[src/rtl/slave_fifo_pkg.sv]
package slave_fifo_pkg;

    typedef enum logic [1:0] {
        PH_IDLE  = 2'd0,
        PH_WRITE = 2'd1,
        PH_READ  = 2'd2,
        PH_CLASH = 2'd3
    } bus_phase_t;

endpackage

[src/rtl/sf_bus_ctrl.sv]
module sf_bus_ctrl
    import slave_fifo_pkg::*;
(
    input  logic       clk,
    input  logic       rst_n,
    input  logic       cs_n,
    input  logic       wr_n,
    input  logic       rd_n,
    input  logic       pkt_end_n,
    output logic       push_o,
    output logic       pop_o,
    output logic       commit_o,
    output bus_phase_t phase_o
);

    bus_phase_t phase_q;
    bus_phase_t phase_d;

    // next-state decode: every state may reach every other on the strobes
    always_comb begin
        phase_d = PH_IDLE;
        if (!cs_n) begin
            unique case ({wr_n, rd_n})
                2'b01:   phase_d = PH_WRITE;
                2'b10:   phase_d = PH_READ;
                2'b00:   phase_d = PH_CLASH;
                default: phase_d = PH_IDLE;
            endcase
        end
    end

    // state register
    always_ff @(posedge clk or negedge rst_n) begin
        if (!rst_n) phase_q <= PH_IDLE;
        else        phase_q <= phase_d;
    end

    // outputs for the access happening in this cycle
    always_comb begin
        push_o   = 1'b0;
        pop_o    = 1'b0;
        commit_o = !cs_n && !pkt_end_n;
        unique case (phase_d)
            PH_WRITE: push_o = 1'b1;
            PH_READ:  pop_o  = 1'b1;
            PH_CLASH: begin
                push_o = 1'b0;
                pop_o  = 1'b0;
            end
            default: ;
        endcase
    end

    assign phase_o = phase_q;

    a_r7_deselect_quiet: assert property (@(posedge clk) disable iff (!rst_n)
        cs_n |-> (!push_o && !pop_o && !commit_o));

    a_r8_clash_blocks: assert property (@(posedge clk) disable iff (!rst_n)
        (!cs_n && !wr_n && !rd_n) |-> (!push_o && !pop_o));

    a_r8_clash_state: assert property (@(posedge clk) disable iff (!rst_n)
        (!cs_n && !wr_n && !rd_n) |=> (phase_o == PH_CLASH));

endmodule

[src/rtl/sf_buffer.sv]
module sf_buffer #(
    parameter int W     = 32,
    parameter int DEPTH = 8
) (
    input  logic                       clk,
    input  logic                       rst_n,
    input  logic                       push_i,
    input  logic [W-1:0]               wdata_i,
    input  logic                       pop_i,
    input  logic                       commit_i,
    output logic [W-1:0]               head_o,
    output logic [$clog2(DEPTH+1)-1:0] count_o,
    output logic [$clog2(DEPTH+1)-1:0] ready_o
);

    localparam int PW = (DEPTH > 1) ? $clog2(DEPTH) : 1;
    localparam int CW = $clog2(DEPTH + 1);
    localparam logic [CW-1:0] FULL_C = CW'(DEPTH);
    localparam logic [PW-1:0] LAST_P = PW'(DEPTH - 1);

    logic [W-1:0]  mem [DEPTH];
    logic [PW-1:0] wptr_q, rptr_q;
    logic [CW-1:0] count_q, ready_q, count_d, ready_d;
    logic          push_ok, pop_ok;

    assign push_ok = push_i && (count_q != FULL_C);
    assign pop_ok  = pop_i && (ready_q != '0);

    always_comb begin
        count_d = count_q;
        unique case ({push_ok, pop_ok})
            2'b10:   count_d = count_q + CW'(1);
            2'b01:   count_d = count_q - CW'(1);
            default: count_d = count_q;
        endcase
        ready_d = pop_ok ? (ready_q - CW'(1)) : ready_q;
        if (commit_i) ready_d = count_d;
    end

    always_ff @(posedge clk or negedge rst_n) begin
        if (!rst_n) begin
            wptr_q  <= '0;
            rptr_q  <= '0;
            count_q <= '0;
            ready_q <= '0;
        end else begin
            count_q <= count_d;
            ready_q <= ready_d;
            if (push_ok) wptr_q <= (wptr_q == LAST_P) ? '0 : wptr_q + PW'(1);
            if (pop_ok)  rptr_q <= (rptr_q == LAST_P) ? '0 : rptr_q + PW'(1);
        end
    end

    always_ff @(posedge clk) begin
        if (push_ok) mem[wptr_q] <= wdata_i;
    end

    assign head_o  = (ready_q != '0) ? mem[rptr_q] : '0;
    assign count_o = count_q;
    assign ready_o = ready_q;

    a_r4_no_overflow: assert property (@(posedge clk) disable iff (!rst_n)
        count_q <= FULL_C);

    a_r4_full_write_dropped: assert property (@(posedge clk) disable iff (!rst_n)
        (push_i && !pop_i && count_q == FULL_C) |=> (count_q == FULL_C));

    a_r3_ready_within_fill: assert property (@(posedge clk) disable iff (!rst_n)
        ready_q <= count_q);

    a_r3_commit_takes_all: assert property (@(posedge clk) disable iff (!rst_n)
        (commit_i && !pop_i) |=> (ready_q == count_q));

    a_r2_empty_pop_ignored: assert property (@(posedge clk) disable iff (!rst_n)
        (pop_i && !push_i && ready_q == '0) |=> $stable(count_q));

endmodule

[src/rtl/sf_flags.sv]
module sf_flags #(
    parameter int DEPTH = 8,
    parameter int WMARK = 4
) (
    input  logic [$clog2(DEPTH+1)-1:0] count_i,
    input  logic [$clog2(DEPTH+1)-1:0] ready_i,
    output logic                       full_o,
    output logic                       wmark_o
);

    localparam int CW = $clog2(DEPTH + 1);
    localparam logic [CW-1:0] FULL_C = CW'(DEPTH);
    localparam logic [CW-1:0] WM_C   = CW'(WMARK);

    assign full_o  = (count_i == FULL_C);
    assign wmark_o = (ready_i >= WM_C);

endmodule

[src/rtl/slave_fifo_port.sv]
module slave_fifo_port #(
    parameter int W     = 32,
    parameter int NBUF  = 4,
    parameter int DEPTH = 8,
    parameter int WMARK = 4
) (
    input  logic                     clk,
    input  logic                     rst_n,
    input  logic                     cs_n,
    input  logic                     wr_n,
    input  logic                     rd_n,
    input  logic                     oe_n,
    input  logic                     pkt_end_n,
    input  logic [$clog2(NBUF)-1:0]  addr,
    input  logic [W-1:0]             dq_i,
    output logic [W-1:0]             dq_o,
    output logic                     dq_oe,
    output logic                     flag_a,
    output logic                     flag_b
);
    import slave_fifo_pkg::*;

    localparam int CW = $clog2(DEPTH + 1);

    logic       push, pop, commit;
    bus_phase_t phase;

    logic [W-1:0]  head_a  [NBUF];
    logic [CW-1:0] count_a [NBUF];
    logic [CW-1:0] ready_a [NBUF];

    sf_bus_ctrl u_ctrl (
        .clk      (clk),
        .rst_n    (rst_n),
        .cs_n     (cs_n),
        .wr_n     (wr_n),
        .rd_n     (rd_n),
        .pkt_end_n(pkt_end_n),
        .push_o   (push),
        .pop_o    (pop),
        .commit_o (commit),
        .phase_o  (phase)
    );

    for (genvar gi = 0; gi < NBUF; gi++) begin : g_buf
        logic hit;
        assign hit = (addr == ($clog2(NBUF))'(gi));
        sf_buffer #(.W(W), .DEPTH(DEPTH)) u_buf (
            .clk     (clk),
            .rst_n   (rst_n),
            .push_i  (push && hit),
            .wdata_i (dq_i),
            .pop_i   (pop && hit),
            .commit_i(commit && hit),
            .head_o  (head_a[gi]),
            .count_o (count_a[gi]),
            .ready_o (ready_a[gi])
        );
    end

    sf_flags #(.DEPTH(DEPTH), .WMARK(WMARK)) u_flags (
        .count_i(count_a[addr]),
        .ready_i(ready_a[addr]),
        .full_o (flag_a),
        .wmark_o(flag_b)
    );

    assign dq_oe = !cs_n && !oe_n;
    assign dq_o  = dq_oe ? head_a[addr] : '0;

    a_r6_quiet_bus: assert property (@(posedge clk) disable iff (!rst_n)
        !dq_oe |-> (dq_o == '0));

    a_r7_idle_phase: assert property (@(posedge clk) disable iff (!rst_n)
        cs_n |=> (phase == PH_IDLE));

endmodule

[config.mk]
export PLATFORM = sky130hd
export DESIGN_NAME = slave_fifo_port
export DESIGN_NICKNAME = d
export VERILOG_FILES = /design/src/rtl/slave_fifo_pkg.sv /design/src/rtl/sf_bus_ctrl.sv /design/src/rtl/sf_buffer.sv /design/src/rtl/sf_flags.sv /design/src/rtl/slave_fifo_port.sv
export SDC_FILE = /design/constraint.sdc
export NUM_CORES = 1
export LEC_CHECK = 0
export CORE_UTILIZATION = 30
export CTS_CLUSTER_SIZE = 20
export DETAILED_ROUTE_END_ITERATION = 7
export MAX_ROUTING_LAYER = met4
export PLACE_DENSITY = 0.49
export SLEW_MARGIN = 10
export SYNTH_ARGS = -nofsm -noshare
export SYNTH_HDL_FRONTEND = slang
export SYNTH_HIERARCHICAL = 1
export SYNTH_SLANG_ARGS = --single-unit
[constraint.sdc]
create_clock -name clk -period 9.1 [get_ports clk]
set_input_delay 0.91 -clock clk [delete_from_list [all_inputs] [get_ports clk]]
set_output_delay 0.91 -clock clk [all_outputs]
set_load 0.03 [all_outputs]
* Yosys cells after proc, flatten, opt, wreduce, memory -nomap -nowiden
Memories as Yosys holds them, arrays and structs flattened.
Index checks and enable logic that the tools add are counted.
Widths: inputs -> output; s select.
** Cells by class
- $add $sub $neg :: 20
- Order comparisons :: 2
- Equality and inequality tests :: 28
- Mux-type cells :: 46
- Bitwise logic cells :: 1
- Reductions and logical operators :: 35
** Operators with widths (count)
- $mux 32 :: 7
- $bmux 32 s2 :: 1
- $mux 4 :: 12
- $pmux 4 s2 :: 4
- $sub 4x1->4 const B :: 8
- $add 3x1->3 const B :: 8
- $eq 3x3->1 const B :: 8
- $mux 3 :: 8
- $logic_and 1x1->1 :: 22
- $add 4x1->4 const B :: 4
- $bmux 4 s2 :: 2
- $eq 2x2->1 const B :: 8
- $ne 4x4->1 const B :: 4
- $reduce_bool 4->1 :: 4
- $eq 2x1->1 const B :: 7
- $mux 1 :: 10
- $reduce_bool 2->1 :: 4
- $pmux 2 s3 :: 1
- $eq 4x4->1 const B :: 1
- $ge 4x3->1 const B :: 1
- $logic_not 2->1 :: 2
- $ge 3x3->1 const B :: 1
- $logic_not 1->1 :: 3
- $not 2->3 :: 1
- $mux 2 :: 1
** Word-level totals
- Flip-flop bits (word level) :: 56
- RAM bits :: 1024
- Bits of input ports :: 41
- Output and inout port bits :: 35
- Memories :: 4
** Memory list
- g_buf[0].u_buf.mem :: depth 8, width 32, rd ports 1, clocked after memory_dff 0, write ports 1, RTL line sf_buffer.sv:21 : logic [W-1:0] mem [DEPTH];
- g_buf[1].u_buf.mem :: depth 8, width 32, rd ports 1, clocked after memory_dff 0, write ports 1, RTL line sf_buffer.sv:21
- g_buf[2].u_buf.mem :: depth 8, width 32, rd ports 1, clocked after memory_dff 0, write ports 1, RTL line sf_buffer.sv:21
- g_buf[3].u_buf.mem :: depth 8, width 32, rd ports 1, clocked after memory_dff 0, write ports 1, RTL line sf_buffer.sv:21

* Longest topological paths before layout
- Depth after elaboration :: 10
- Gate-level depth with buffers :: 15

* Hierarchy
The synthesis kept the hierarchy.
** By module, submodules not included
- sf_buffer at g_buf[1].u_buf ... :: instances 3, cells each 497, area an instance 10601.4 sq um, sequential area each 8037.7 sq um
- sf_buffer at g_buf[0].u_buf :: instances 1, cells each 496, area an instance 10630.2 sq um, sequential area each 8037.7 sq um
- slave_fifo_port :: instances 1, cells each 141, area an instance 1328.8 sq um, sequential area each 0.0 sq um
- sf_bus_ctrl :: instances 1, cells each 7, area an instance 76.3 sq um, sequential area each 50.0 sq um
- sf_flags :: instances 1, cells each 2, area an instance 21.3 sq um, sequential area each 0.0 sq um

* Worst setup path before layout
Ideal clock, no wire load.
- Path kind :: in2reg
- From :: in addr[1]
- To :: mem g_buf[0].u_buf.mem[0][0] (enable)
- Arrival :: 4937 ps
- Data required time :: 8599 ps
- Path slack :: 3662 ps
- Cell stages on the path :: 8
- Path buffers :: 4
- Cell sequence :: buf_2 buf_4 buf_2 nor2_1 and2_1 o41ai_1 buf_2 nor4_1
** On the way
- Cells in the longest elaborated chain, start to end :: 5
** Ends and longest elaborated chain
- from (decl) :: RTL line slave_fifo_port.sv:14 : input logic [$clog2(NBUF)-1:0] addr,
- $logic_not 2->1 :: RTL line slave_fifo_port.sv:47 : assign hit = (addr == ($clog2(NBUF))'(gi));
- $logic_and 1x1->1 :: RTL line slave_fifo_port.sv:51 : .push_i (push && hit),
- $logic_and 1x1->1 :: RTL line sf_buffer.sv:26 : assign push_ok = push_i && (count_q != FULL_C);
- $mux 1 :: RTL line sf_buffer.sv:55 : if (push_ok) mem[wptr_q] <= wdata_i;
- $mux 1 (implied by the code) :: RTL line sf_buffer.sv:55
- to (decl) :: RTL line sf_buffer.sv:21
No other way between the ends.

==> results by group <==
Final layout
  – Commonest non-fill, non-tap cell in the layout: edfxtp_1
  – Final non-filler cell area: 50,350 um2
  – Finished Layout Cells: 4,265
  – Storage cell area: 32,180 um2
  – Most frequent cells in the layout: 1,024 x edfxtp_1, 259 x mux4_2, 196 x mux2i_1
  – Area growth, synth to finish: 15.06%
  – Layout cells sized above 1: 0.2418
  – Area of the multi-input gates: 11,070 um2
  – Number of nets in the layout: 2,342
  – Fillers: 13.28k
  – Final Core Density: 0.3492

Timing
  – WHS: 0.3685 ns
  – Min Tclk post-route: 5.363 ns
  – Final hold vios: 0
  – Period utilization: 0.5894
  – Setup violations, final: 0
  – Final max-slew violation count: 0
  – Least-Margin Pin Slew: 1.217 ns
  – Final WS setup: 3.737 ns
  – RSZ-0062 raised after global routing: false
  – Max Clock Skew: 0.01460 ns
  – Setup TNS: 0 ns
  – FMAX: 0.1864 GHz
  – Worst rel slew slack: 0.1863

Worst setup path
  – FF-to-FF Start: g_buf[3].u_buf/ready_o[0]
  – Critical path endpoint category: primary output
  – Setup CP Type: reg2out
  – Crit path from: g_buf[2].u_buf/rptr_q[0]
  – Critical path arrival: 4.45 ns
  – Startpoint Class: flop
  – Data required, critical path: 8.19 ns
  – Crit-path max FO: 35

Drt
  – Vias per cell: 4.906
  – Router iterations before antenna repair: 6
  – Post-route DRC: 0
  – Post-DRT Antenna Nets: 0
  – Initial DRC Count: 1,775
  – WL per Instance: 25.45 um
  – Detailed Route WL: 108.6 mm
  – Via count: 20.92k

Placed design
  – DP Cell Count: 4,058
  – DP Worst Slack: 4.044 ns
  – Post-DP Area: 46,900 um2
  – GPL Wtd Cong: 0.7372
  – Port Buffer Count: 75
  – DP Wirelength: 62.31 mm

Pwr
  – Max VDD drop: 144.5 uV
  – Tot Pwr: 12.96 mW
  – Pleak: 15.76 nW
  – PD cells: 257.3 nW/um2

Clock network
  – Clk_lat worst skew: 0.71 ns
  – CTS tree: built
  – Clk sinks: 1,080
  – Post-CTS Setup Inserts: 0
  – CTS hold repair buffers: 0
  – Clock Tree Buf Depth: 3
  – CTS H-tree depth: 3
  – Post-cts resize count: 0
  – Clock Pin Slew Worst Setup and Hold Paths: 0.06 ns
  – Root Buffer: clkbuf_16
  – CTS buffer count: 112

Synthesis
  – Synth Net Count: 2,204
  – Syn_area_per_cell: 20.53 um2
  – Cells after synthesis: 2,131
  – YS warnings: 6
  – Mapped Area: 43,760 um2

Global routing
  – Initial antenna violation count: 2
  – Largest net degree at the start of global routing: 57
  – Vias in the first global route: 22.63k
  – First-pass GRT wire length: 158.3 mm
  – Total GRT Usage: 0.1531
  – Grt ovf: 0

Run
  – Max-cap violations: 0

Die
  – DIE WIDTH: 383.9 um
  – Die area: 147,400 um2
  – Initial Util: 0.3035
  – Rows: 139
  – Die H: 383.9 um
  – Core area: 144,200 um2
  – Ports: 76

Run status
  – Status: finished clean

Worst hold path
  – Hold Crit Class: in2async
## layout make-up
type                            instances  share of cell area
Inverter                               20            0.001491
Timing Repair Buffer                  136             0.02346
Multi-Input combinational cell        919              0.2198
Clock buffer                          138             0.05845
Tap cell                             1903             0.04729
Sequential cell                      1080              0.6391
Antenna cell                            1          0.00004970
Clock inverter                         68             0.01031
## worst paths after layout
path | to | slack, ns | depth (start not counted)
max in group asynchronous | g_buf[3].u_buf/rptr_q[0] | 8.06 | 2
setup / recovery | dq_o[27] | 3.74 | 7
hold reg to reg | g_buf[1].u_buf/ready_o[0] | 0.61 | 2
min in group clk | g_buf[1].u_buf/ready_o[0] | 0.61 | 2
hold / removal | g_buf[1].u_buf/count_o[3] | 0.37 | 2
setup reg to reg | g_buf[3].u_buf/ready_o[2] | 5.81 | 13
## routing by layer
metal / share of wire / vias to the layer above / track usage
met5: 0 / - / -
met4: 0.020 / 0 / 0.03807
met3: 0.043 / 155 / 0.02432
met2: 0.50 / 423 / 0.2519
met1: 0.44 / 11350 / 0.1974
li1: - / 8992 / -
## critical path, cell delays in order (launching register included)
cell	delay, ns
dfrtp_4	0.91
buf_4	0.69
mux4_2	0.58
mux2i_1	0.20
nor2_1	0.07
mux2i_1	0.36
o22ai_2	0.20
clkdlybuf4s50_1	0.63
## flip-flops by register name (all words and copies together), names as in the netlist
name,flops
g_buf.u_buf/rptr_q,12
g_buf.u_buf/count_o,16
g_buf.u_buf/ready_o,16
g_buf.u_buf/wptr_q,12
g_buf.u_buf/mem,1024
## power breakdown
part | total, mW | switching (mW) | internal (mW)
registers | 6.01 | 0.430 | 5.58
logic | 2.58 | 1.29 | 1.29
clock network | 4.38 | 1.90 | 2.48
total | 13.0 | 3.61 | 9.34
(Power assumes the default switching activity.)
